$ cat src/rtl/pas_pkg.sv
package pas_pkg;
  localparam int NUM_OPS = 6;
  localparam int IDX_W   = $clog2(NUM_OPS);

  typedef enum logic [1:0] {
    ST_IDLE = 2'd0,
    ST_RUN  = 2'd1,
    ST_SKIP = 2'd2
  } pas_state_e;

  typedef enum logic [2:0] {
    K_WR_CONST = 3'd0,
    K_WR_FLAG  = 3'd1,
    K_RD       = 3'd2,
    K_WR_RMW   = 3'd3
  } pas_kind_e;

  function automatic pas_kind_e op_kind(input logic [IDX_W-1:0] idx);
    case (idx)
      3'd1:    op_kind = K_WR_FLAG;
      3'd2:    op_kind = K_RD;
      3'd3:    op_kind = K_WR_RMW;
      default: op_kind = K_WR_CONST;
    endcase
  endfunction
endpackage

$ cat src/rtl/pas_step_table.sv
module pas_step_table
  import pas_pkg::*;
#(
  parameter int              ADDR_W       = 36,
  parameter int              DATA_W       = 32,
  parameter logic [ADDR_W-1:0] BASE_ADDR  = 36'h2_6b8f_0000,
  parameter logic [ADDR_W-1:0] TRAIL_ADDR = 36'h2_6b8e_c42c,
  parameter logic [ADDR_W-1:0] CTL_OFS    = 36'h4,
  parameter logic [ADDR_W-1:0] LEE_OFS    = 36'h4000,
  parameter logic [ADDR_W-1:0] TRAIL_STEP = 36'h1b0,
  parameter logic [DATA_W-1:0] PPT_WORD   = 32'h11,
  parameter logic [DATA_W-1:0] TRAIL_W0   = 32'h3fff,
  parameter logic [DATA_W-1:0] TRAIL_W1   = 32'hf
) (
  input  logic [IDX_W-1:0]  idx_i,
  input  logic              trk_i,
  input  logic [DATA_W-1:0] rd_val_i,
  output logic [ADDR_W-1:0] addr_o,
  output logic [DATA_W-1:0] wdata_o,
  output logic              we_o,
  output logic              last_o
);
  localparam logic [ADDR_W-1:0] A_CTL = BASE_ADDR + CTL_OFS;
  localparam logic [ADDR_W-1:0] A_LEE = BASE_ADDR + LEE_OFS;
  localparam logic [ADDR_W-1:0] A_TR1 = TRAIL_ADDR + TRAIL_STEP;
  localparam logic [DATA_W-1:0] BIT0  = {{(DATA_W-1){1'b0}}, 1'b1};

  pas_kind_e kind;
  assign kind = op_kind(idx_i);

  always_comb begin
    addr_o  = BASE_ADDR;
    wdata_o = '0;
    we_o    = 1'b1;
    last_o  = (idx_i == IDX_W'(NUM_OPS - 1));
    case (kind)
      K_WR_FLAG: begin
        addr_o  = A_CTL;
        wdata_o = trk_i ? BIT0 : '0;
      end
      K_RD: begin
        addr_o = A_LEE;
        we_o   = 1'b0;
      end
      K_WR_RMW: begin
        addr_o  = A_LEE;
        wdata_o = rd_val_i | BIT0;
      end
      default: begin
        case (idx_i)
          3'd4: begin addr_o = TRAIL_ADDR; wdata_o = TRAIL_W0; end
          3'd5: begin addr_o = A_TR1;      wdata_o = TRAIL_W1; end
          default: begin addr_o = BASE_ADDR; wdata_o = PPT_WORD; end
        endcase
      end
    endcase
  end
endmodule

$ cat src/rtl/pas_ctrl.sv
module pas_ctrl
  import pas_pkg::*;
#(
  parameter int ADDR_W = 36,
  parameter int DATA_W = 32
) (
  input  logic              clk,
  input  logic              rst,
  input  logic              start_i,
  input  logic              est_en_i,
  input  logic              trk_en_i,
  input  logic              bus_ready_i,
  input  logic [DATA_W-1:0] bus_rdata_i,
  output logic [IDX_W-1:0]  nxt_idx_o,
  output logic              nxt_trk_o,
  output logic [DATA_W-1:0] nxt_rd_o,
  input  logic [ADDR_W-1:0] tbl_addr_i,
  input  logic [DATA_W-1:0] tbl_wdata_i,
  input  logic              tbl_we_i,
  input  logic              tbl_last_i,
  output logic              busy_o,
  output logic              done_o,
  output logic              valid_o,
  output logic [ADDR_W-1:0] addr_o,
  output logic [DATA_W-1:0] wdata_o,
  output logic              we_o
);
  pas_state_e        state_q;
  logic [IDX_W-1:0]  idx_q;
  logic              trk_q;
  logic [DATA_W-1:0] rd_q;
  logic              last_q;
  logic              hs;

  assign hs = valid_o && bus_ready_i;

  always_comb begin
    nxt_idx_o = idx_q;
    nxt_trk_o = trk_q;
    nxt_rd_o  = rd_q;
    if (state_q == ST_IDLE) begin
      nxt_idx_o = '0;
      nxt_trk_o = trk_en_i;
    end else if (state_q == ST_RUN && hs) begin
      nxt_idx_o = idx_q + IDX_W'(1);
      if (!we_o) nxt_rd_o = bus_rdata_i;
    end
  end

  always_ff @(posedge clk) begin
    if (rst) begin
      state_q <= ST_IDLE;
      idx_q   <= '0;
      trk_q   <= 1'b0;
      rd_q    <= '0;
      last_q  <= 1'b0;
      busy_o  <= 1'b0;
      done_o  <= 1'b0;
      valid_o <= 1'b0;
      addr_o  <= '0;
      wdata_o <= '0;
      we_o    <= 1'b0;
    end else begin
      done_o <= 1'b0;
      case (state_q)
        ST_IDLE: begin
          if (start_i) begin
            busy_o <= 1'b1;
            idx_q  <= nxt_idx_o;
            trk_q  <= nxt_trk_o;
            if (est_en_i) begin
              state_q <= ST_RUN;
              valid_o <= 1'b1;
              addr_o  <= tbl_addr_i;
              wdata_o <= tbl_wdata_i;
              we_o    <= tbl_we_i;
              last_q  <= tbl_last_i;
            end else begin
              state_q <= ST_SKIP;
            end
          end
        end
        ST_SKIP: begin
          state_q <= ST_IDLE;
          busy_o  <= 1'b0;
          done_o  <= 1'b1;
        end
        ST_RUN: begin
          if (hs) begin
            idx_q <= nxt_idx_o;
            rd_q  <= nxt_rd_o;
            if (last_q) begin
              state_q <= ST_IDLE;
              valid_o <= 1'b0;
              we_o    <= 1'b0;
              busy_o  <= 1'b0;
              done_o  <= 1'b1;
            end else begin
              addr_o  <= tbl_addr_i;
              wdata_o <= tbl_wdata_i;
              we_o    <= tbl_we_i;
              last_q  <= tbl_last_i;
            end
          end
        end
        default: state_q <= ST_IDLE;
      endcase
    end
  end
endmodule

$ cat src/rtl/pas_arm_seq.sv
module pas_arm_seq
  import pas_pkg::*;
#(
  parameter int              ADDR_W     = 36,
  parameter int              DATA_W     = 32,
  parameter logic [ADDR_W-1:0] BASE_ADDR  = 36'h2_6b8f_0000,
  parameter logic [ADDR_W-1:0] TRAIL_ADDR = 36'h2_6b8e_c42c
) (
  input  logic              clk,
  input  logic              rst,
  input  logic              start_i,
  input  logic              est_en_i,
  input  logic              trk_en_i,
  output logic              busy_o,
  output logic              done_o,
  output logic              bus_valid_o,
  output logic [ADDR_W-1:0] bus_addr_o,
  output logic [DATA_W-1:0] bus_wdata_o,
  output logic              bus_we_o,
  input  logic              bus_ready_i,
  input  logic [DATA_W-1:0] bus_rdata_i
);
  logic [IDX_W-1:0]  nxt_idx;
  logic              nxt_trk;
  logic [DATA_W-1:0] nxt_rd;
  logic [ADDR_W-1:0] tbl_addr;
  logic [DATA_W-1:0] tbl_wdata;
  logic              tbl_we;
  logic              tbl_last;

  pas_step_table #(
    .ADDR_W(ADDR_W), .DATA_W(DATA_W),
    .BASE_ADDR(BASE_ADDR), .TRAIL_ADDR(TRAIL_ADDR)
  ) u_tbl (
    .idx_i(nxt_idx), .trk_i(nxt_trk), .rd_val_i(nxt_rd),
    .addr_o(tbl_addr), .wdata_o(tbl_wdata), .we_o(tbl_we), .last_o(tbl_last)
  );

  pas_ctrl #(.ADDR_W(ADDR_W), .DATA_W(DATA_W)) u_ctrl (
    .clk(clk), .rst(rst),
    .start_i(start_i), .est_en_i(est_en_i), .trk_en_i(trk_en_i),
    .bus_ready_i(bus_ready_i), .bus_rdata_i(bus_rdata_i),
    .nxt_idx_o(nxt_idx), .nxt_trk_o(nxt_trk), .nxt_rd_o(nxt_rd),
    .tbl_addr_i(tbl_addr), .tbl_wdata_i(tbl_wdata),
    .tbl_we_i(tbl_we), .tbl_last_i(tbl_last),
    .busy_o(busy_o), .done_o(done_o), .valid_o(bus_valid_o),
    .addr_o(bus_addr_o), .wdata_o(bus_wdata_o), .we_o(bus_we_o)
  );
endmodule

$ cat config.mk
export PLATFORM = sky130hd
export DESIGN_NAME = pas_arm_seq
export DESIGN_NICKNAME = d
export VERILOG_FILES = /design/src/rtl/pas_pkg.sv /design/src/rtl/pas_step_table.sv /design/src/rtl/pas_ctrl.sv /design/src/rtl/pas_arm_seq.sv
export SDC_FILE = /design/constraint.sdc
export NUM_CORES = 1
export LEC_CHECK = 0
export ABC_AREA = 0
export CORE_MARGIN = 3
export CORE_UTILIZATION = 50
export CTS_CLUSTER_SIZE = 24
export DETAILED_ROUTE_END_ITERATION = 6
export PLACE_DENSITY = 0.85
export SYNTH_ARGS = -nofsm -noshare
export SYNTH_HDL_FRONTEND = slang
export SYNTH_SLANG_ARGS = --single-unit
$ cat constraint.sdc
create_clock -name clk -period 5.09 [get_ports clk]
set_input_delay 0.7635 -clock clk [delete_from_list [all_inputs] [get_ports clk]]
set_output_delay 0.7635 -clock clk [all_outputs]
set_load 0.05 [all_outputs]
### Word level (Yosys, flattened, before mapping)

Index checks and enable logic that the tools add are counted.
Widths: inputs -> output; s select.

| storage, ports and cells | value |
|---|---|
| bits in registers | 111 |
| input port bits | 38 |
| logic and storage cells | 96 |

| operators by class | value |
|---|---|
| add/sub/neg operators | 1 |
| equal/unequal tests | 15 |
| muxes and demuxes | 51 |
| bitwise gates (word level) | 2 |
| reduce and logical (&&, ||, !) cells | 15 |

Operator list:

| kind | count |
|---|---|
| $mux 32 | 7 |
| $mux 36 | 4 |
| $pmux 36 s2 | 2 |
| $pmux 32 s3 | 1 |
| $pmux 32 s2 | 1 |
| $pmux 17 s2 | 1 |
| $pmux 14 s2 | 1 |
| $mux 1 | 18 |
| $reduce_and 5->1 | 3 |
| $mux 3 | 4 |
| $mux 2 | 4 |
| $pmux 1 s2 | 4 |
| $reduce_and 4->1 | 2 |
| $eq 2x2->1 const B | 3 |
| $eq 3x2->1 const B | 2 |
| $eq 3x3->1 const B | 2 |
| $ne 2x2->1 const B | 3 |
| $pmux 2 s3 | 1 |
| $pmux 3 s2 | 1 |
| $reduce_and 3->1 | 2 |
| $eq 2x1->1 const B | 2 |
| $ne 2x1->1 const B | 2 |
| $pmux 2 s2 | 1 |
| $reduce_and 2->1 | 2 |
| other kinds (9) | 11 |

### Logic depth before layout (Yosys ltp)

| logic depth | value |
|---|---|
| word-level depth | 12 |
| gate-level depth with buffers | 9 |
| depth with buffers taken out | 7 |

### By module

From an unflattened synthesis, not the netlist that was laid out.

| unflattened totals | value |
|---|---|
| cell total of the unflattened synthesis | 555 |
| area total of the unflattened synthesis | 5,465.2 µm² |

Modules (own cells, without submodules):

| module | times used | cells each | area an instance (µm²) | seq. area each (µm²) |
|---|---|---|---|---|
| pas_ctrl | 1 | 474 | 4,904.7 | 2,222.1 |
| pas_step_table | 1 | 81 | 560.5 | 0.0 |

### Worst setup path before layout

OpenSTA, ideal clock, no wires.

| timing | value |
|---|---|
| kind | reg-to-reg |
| start | register u_ctrl.valid_o |
| end | register u_ctrl.wdata_o[12] |
| arrival | 2.135 ns |
| required time | 5.016 ns |
| setup slack | 2.881 ns |
| stages on the path, launching flop included | 8 |
| buffers on the path | 2 |
| path through | dfxtp_1 and3_1 buf_4 mux2i_2 nand4bb_4 buf_6 or2_1 a31oi_1 |

| between the ends | value |
|---|---|
| longest elaborated chain between the ends | 11 |

Ends and longest elaborated chain:

| what | RTL line | RTL |
|---|---|---|
| start, declared | pas_ctrl.sv:23 | `output logic valid_o,` |
| start signal, assigned | pas_ctrl.sv:59 | `valid_o <= 1'b0;` |
| start signal, assigned | pas_ctrl.sv:73 | `valid_o <= 1'b1;` |
| start signal, assigned | pas_ctrl.sv:94 | `valid_o <= 1'b0;` |
| $logic_and 1x1->1 (*) | pas_ctrl.sv:35 | `assign hs = valid_o && bus_ready_i;` |
| $logic_and 1x1->1 | pas_ctrl.sv:44 | `end else if (state_q == ST_RUN && hs) begin` |
| $mux 3 | pas_ctrl.sv:44 |  |
| $mux 3 | pas_ctrl.sv:41 | `if (state_q == ST_IDLE) begin` |
| $eq 3x2->1 / $eq 3x1->1 (equally long branches) | pas_pkg.sv:19 | `case (idx)` |
| $pmux 2 s3 | pas_pkg.sv:19 |  |
| $eq 2x2->1 / $eq 2x1->1 (equally long branches) | pas_step_table.sv:36 | `case (kind)` |
| $pmux 32 s3 | pas_step_table.sv:36 |  |
| $mux 32 (on tied branches) | pas_ctrl.sv:92, pas_ctrl.sv:71 |  |
| $mux 32 (on tied branches) | pas_ctrl.sv:89, pas_ctrl.sv:67 |  |
| $pmux 32 s2 | pas_ctrl.sv:65 | `case (state_q)` |
| end signal, assigned | pas_ctrl.sv:75 | `wdata_o <= tbl_wdata_i;` |
| end signal, assigned | pas_ctrl.sv:100 | `wdata_o <= tbl_wdata_i;` |
| end, declared | pas_ctrl.sv:25 | `output logic [DATA_W-1:0] wdata_o,` |

Mark *: on every way between the ends. The rest lies on a longest branch, timed or not. The select of a mux whose other input is x is not followed.
A chain may end at the register's enable or synchronous reset.

### Worst setup path after layout

| timing | value |
|---|---|
| start | register u_ctrl.state_q[1] |
| end | register u_ctrl.wdata_o[6] |

| between the ends | value |
|---|---|
| longest elaborated chain between the ends | 11 |

Ends and longest elaborated chain:

| what | RTL line | RTL |
|---|---|---|
| start, declared | pas_ctrl.sv:28 | `pas_state_e state_q;` |
| start signal, assigned | pas_ctrl.sv:52 | `state_q <= ST_IDLE;` |
| start signal, assigned | pas_ctrl.sv:72 | `state_q <= ST_RUN;` |
| start signal, assigned | pas_ctrl.sv:79 | `state_q <= ST_SKIP;` |
| $eq 2x1->1 | pas_ctrl.sv:44, pas_ctrl.sv:65 |  |
| $logic_and 1x1->1 | pas_ctrl.sv:44 |  |
| $mux 3 | pas_ctrl.sv:44 |  |
| $mux 3 | pas_ctrl.sv:41 |  |
| $eq 3x2->1 / $eq 3x1->1 (equally long branches) | pas_pkg.sv:19 |  |
| $pmux 2 s3 | pas_pkg.sv:19 |  |
| $eq 2x2->1 / $eq 2x1->1 (equally long branches) | pas_step_table.sv:36 |  |
| $pmux 32 s3 | pas_step_table.sv:36 |  |
| $mux 32 (on tied branches) | pas_ctrl.sv:92, pas_ctrl.sv:71 |  |
| $mux 32 (on tied branches) | pas_ctrl.sv:89, pas_ctrl.sv:67 |  |
| $pmux 32 s2 | pas_ctrl.sv:65 |  |

Several ways; a longest one is shown, not always the timed one. The select of a mux whose other input is x is not followed.

==> metrics.md <==
| Metric | Value |
|---|---|
| Hold wc startpoint | u_ctrl.addr_o[5] |
| Clk_lat worst skew | 350 ps |
| CTS sink cnt | slightly above 80 |
| Top cell type's share of synthesized area | 46.9% |
| Die Wd | between 80 and 90 um |
| Power share of the clock group | 37.3% |
| Syn Std Cell Area | around 3500 um^2 |
| Int Power | 0.00101 W |
| Period Utilization, post-route | between 60% and 70% |
| Die area | 7950 um^2 |
| Area growth from synthesis to layout | 28.9% |
| Sequential cell area | 1620 um^2 |
| TNS Setup | 0 ps |
| Slew HR | 46.7% |
| IO Pins | 110 |
| Setup violations, final | 0 |
| Core footprint | 6530 um^2 |
| Mapped Avg Cell Area | 9.37 um^2 |
| Initial Util | 52.9% |
| Part of the Yosys area used for sequential elements | 46.9% |
| Final core utilization | 68.2% |
| Grt ovf | 0 |
| Layout cell share with drive strength beyond 1 | approximately 5.6% |
| Pwr Total | 0.00141 W |
| CP max stage delay | 590 ps |
| Port bufs | 93 |
| Detail Route Antenna Nets | 0 |
| Critical path's slowest cell | ha_1 |
| Via Count | roughly 2800 |
| R2r startpoint | u_ctrl.state_q[1] |
| First-pass GRT wire length | 12300 um |
| EDFF count, synth | 0 |
| Count leader, synth | dfxtp_1 |
| Status | complete, no violations |
| Crit path kind | register to register |
| Tmin final | between 3000 and 4000 ps |
| Ranking of synthesized cells by area | dfxtp_1, mux2i_1, nor2_1 |
| Sw Share | approximately 28% |
| Hold bufs inserted after CTS | 0 |
| Nets | approximately 480 |
| Setup bufs post-CTS | 0 |
| Die Span Y | ~90 um |
| Part of the power in registers | roughly 46% |
| Antenna cells | 0 |
| GPL Wtd Cong | 0.781 |
| DRT iter0 DRCs | 210 |
| Critical Path RT | 5360 ps |
| Worst Path Buf+Inv | 1 |
| Clk_skew | 7.77 ps |
| Arrival @ worst endpoint | 3330 ps |
| Total of max-cap violations | 0 |
| Worst VDD drop | around 220 uV |
| Dpl hpwl | 5200 um |
| First drt pass iteration count | 4 |
| Fmax | 326 MHz |
| Initial antenna violation count | 0 |
| Hold_ws | 464 ps |
| DR vias/cell | around 5.3 |
| Final hold viol count | 0 |
| CTS tree | done |
| CTS Root Buffer Type | clkbuf_8 |
| Unrepaired setup endpoints after global routing | no |
| CTS HTree Levels | 3 |
| Startpoint Class | register |
| Logic pwr share | roughly 16% |
| Synth area leader | dfxtp_1 |
| Worst setup EP type | register |
| Max Root-Sink Buffers | 2 |
| Switching power | 0.000400 W |
| Fillers | 519 |
| Clock slew at reported path FFs | ~90 ps |
| CTS buffer count | 9 |
| Critical path cell sequence | inv_1, ha_1, nand3_1, a22o_1, nand4bb_4, or2_1, a31oi_1 |
| Total global-route track usage | ~20% |
| Leak | 1.56 nW |
| DRC Markers | 0 |
| CP top delay family | simple AND/OR/NAND/NOR gates |
| Multi-input combinational cell area | ~1500 um^2 |
| FFs w/ async S/R, synth | 0% |
| Cell count after synthesis | roughly 370 |
| Critical Path Source | u_ctrl.state_q[1] |
| Synth cell count leaders | dfxtp_1, nor2_1, mux2i_1, buf_4, nand2_1 |
| Cell Pwr Density | roughly 320 nW/um^2 |
| Tightest Pin Transition | around 800 ps |
| Yosys warnings | 0 |
| Count of different cell masters after synthesis | 38 |
| Largest net degree at the start of global routing | 81 |
| Number of global-route vias before repair | about 2600 |
| Top_reg_cell synth | dfxtp_1 |
| Hold crit path type | register to register |
| Post-CTS sizing | 0 |
| Wire per inst | ~15 um |
| Routed WL | about 7700 um |
| #FFs+latches synth | between 80 and 90 |
| FP Rows | 29 |
| Final Slew Violations | 0 |
| Highest net fanout along the worst path | 30 |
[routing by layer]
metal  vias up  routed length, um  GRT usage, %
li1       1358                  -             -
met1      1277               3200          24.3
met2       116               3740          32.4
met3        17                651          6.73
met4         0                150          8.25
met5         -                  0             0
[final timing paths]
| kind | slack, ps | cells past startpoint | to |
|---|---|---|---|
| worst max-delay path | 2030 | 7 | u_ctrl.wdata_o[6] |
| worst min-delay path | 460 | 2 | u_ctrl.addr_o[5] |
| worst max register to register | 2030 | 7 | u_ctrl.wdata_o[6] |
| worst min register to register | 460 | 2 | u_ctrl.addr_o[5] |
[worst min-delay path, stage by stage (launching register included)]
cell and delay [ps]:
dfxtp_1 320, nand2_1 50, a21oi_1 50
[sequential cells by signal, summed over array words and instances (netlist names), 2 cells and up]
signal and count:
u_ctrl.addr_o 7, u_ctrl.idx_q 3, u_ctrl.rd_q 31, u_ctrl.state_q 2, u_ctrl.wdata_o 32
[cells in the final DEF (no fill, tap or decap), types with 5 or more instances in the layout]
| cell type | count |
|---|---|
| o21ai_0 | 5 |
| inv_1 | 6 |
| nand3_1 | 5 |
| clkdlybuf4s50_1 | 92 |
| a21oi_1 | 14 |
| nand2_1 | 20 |
| or2_1 | 13 |
| mux2i_1 | 34 |
| dfxtp_1 | 81 |
| clkbuf_8 | 10 |
| conb_1 | 15 |
| a31oi_1 | 13 |
| a2bb2oi_1 | 19 |
| ha_1 | 5 |
| nor2_1 | 64 |
| a22oi_1 | 5 |
[layout make-up]
| class | count | area share (%) |
|---|---|---|
| Multi-Input combinational cell | 244 | 34.6 |
| Clock inverter | 6 | 1.99 |
| Tap cell | 77 | 2.16 |
| Sequential cell | 81 | 36.4 |
| Inverter | 6 | 0.506 |
| Clock buffer | 10 | 3.09 |
| Timing Repair Buffer | 96 | 21.3 |
[cells by family after synthesis]
logic type | share of synthesized area, %
and+or+nand+nor | 16.1
DFF | 46.9
AOI/OAI and AO/OA | 13.6
buffers and inverters | 10.2
muxes | 10.6
adders and majority gates | 1.81
xor gates and xnor gates | 0.507
other | 0.109
[metrics by stage]
step,instance area (um^2),std cells,setup WS (ps)
6_report,4450,520,2030
2_1_floorplan,3510,383,2880
5_1_grt,4450,520,1750
3_5_place_dp,4230,504,1800
3_3_place_gp,4230,504,1840
4_1_cts,4450,520,2030
[power by group through the flow]
stage	combinational (W)	sequential, W	clock, W
floorplan	0.000149	0.000695	0
global placement	0.000226	0.000670	0
detailed placement	0.000230	0.000670	0
CTS	0.000231	0.000656	0.000536
global route	0.000246	0.000657	0.000560
finish	0.000230	0.000655	0.000526
Note: power is estimated with default switching activity, not from simulation.
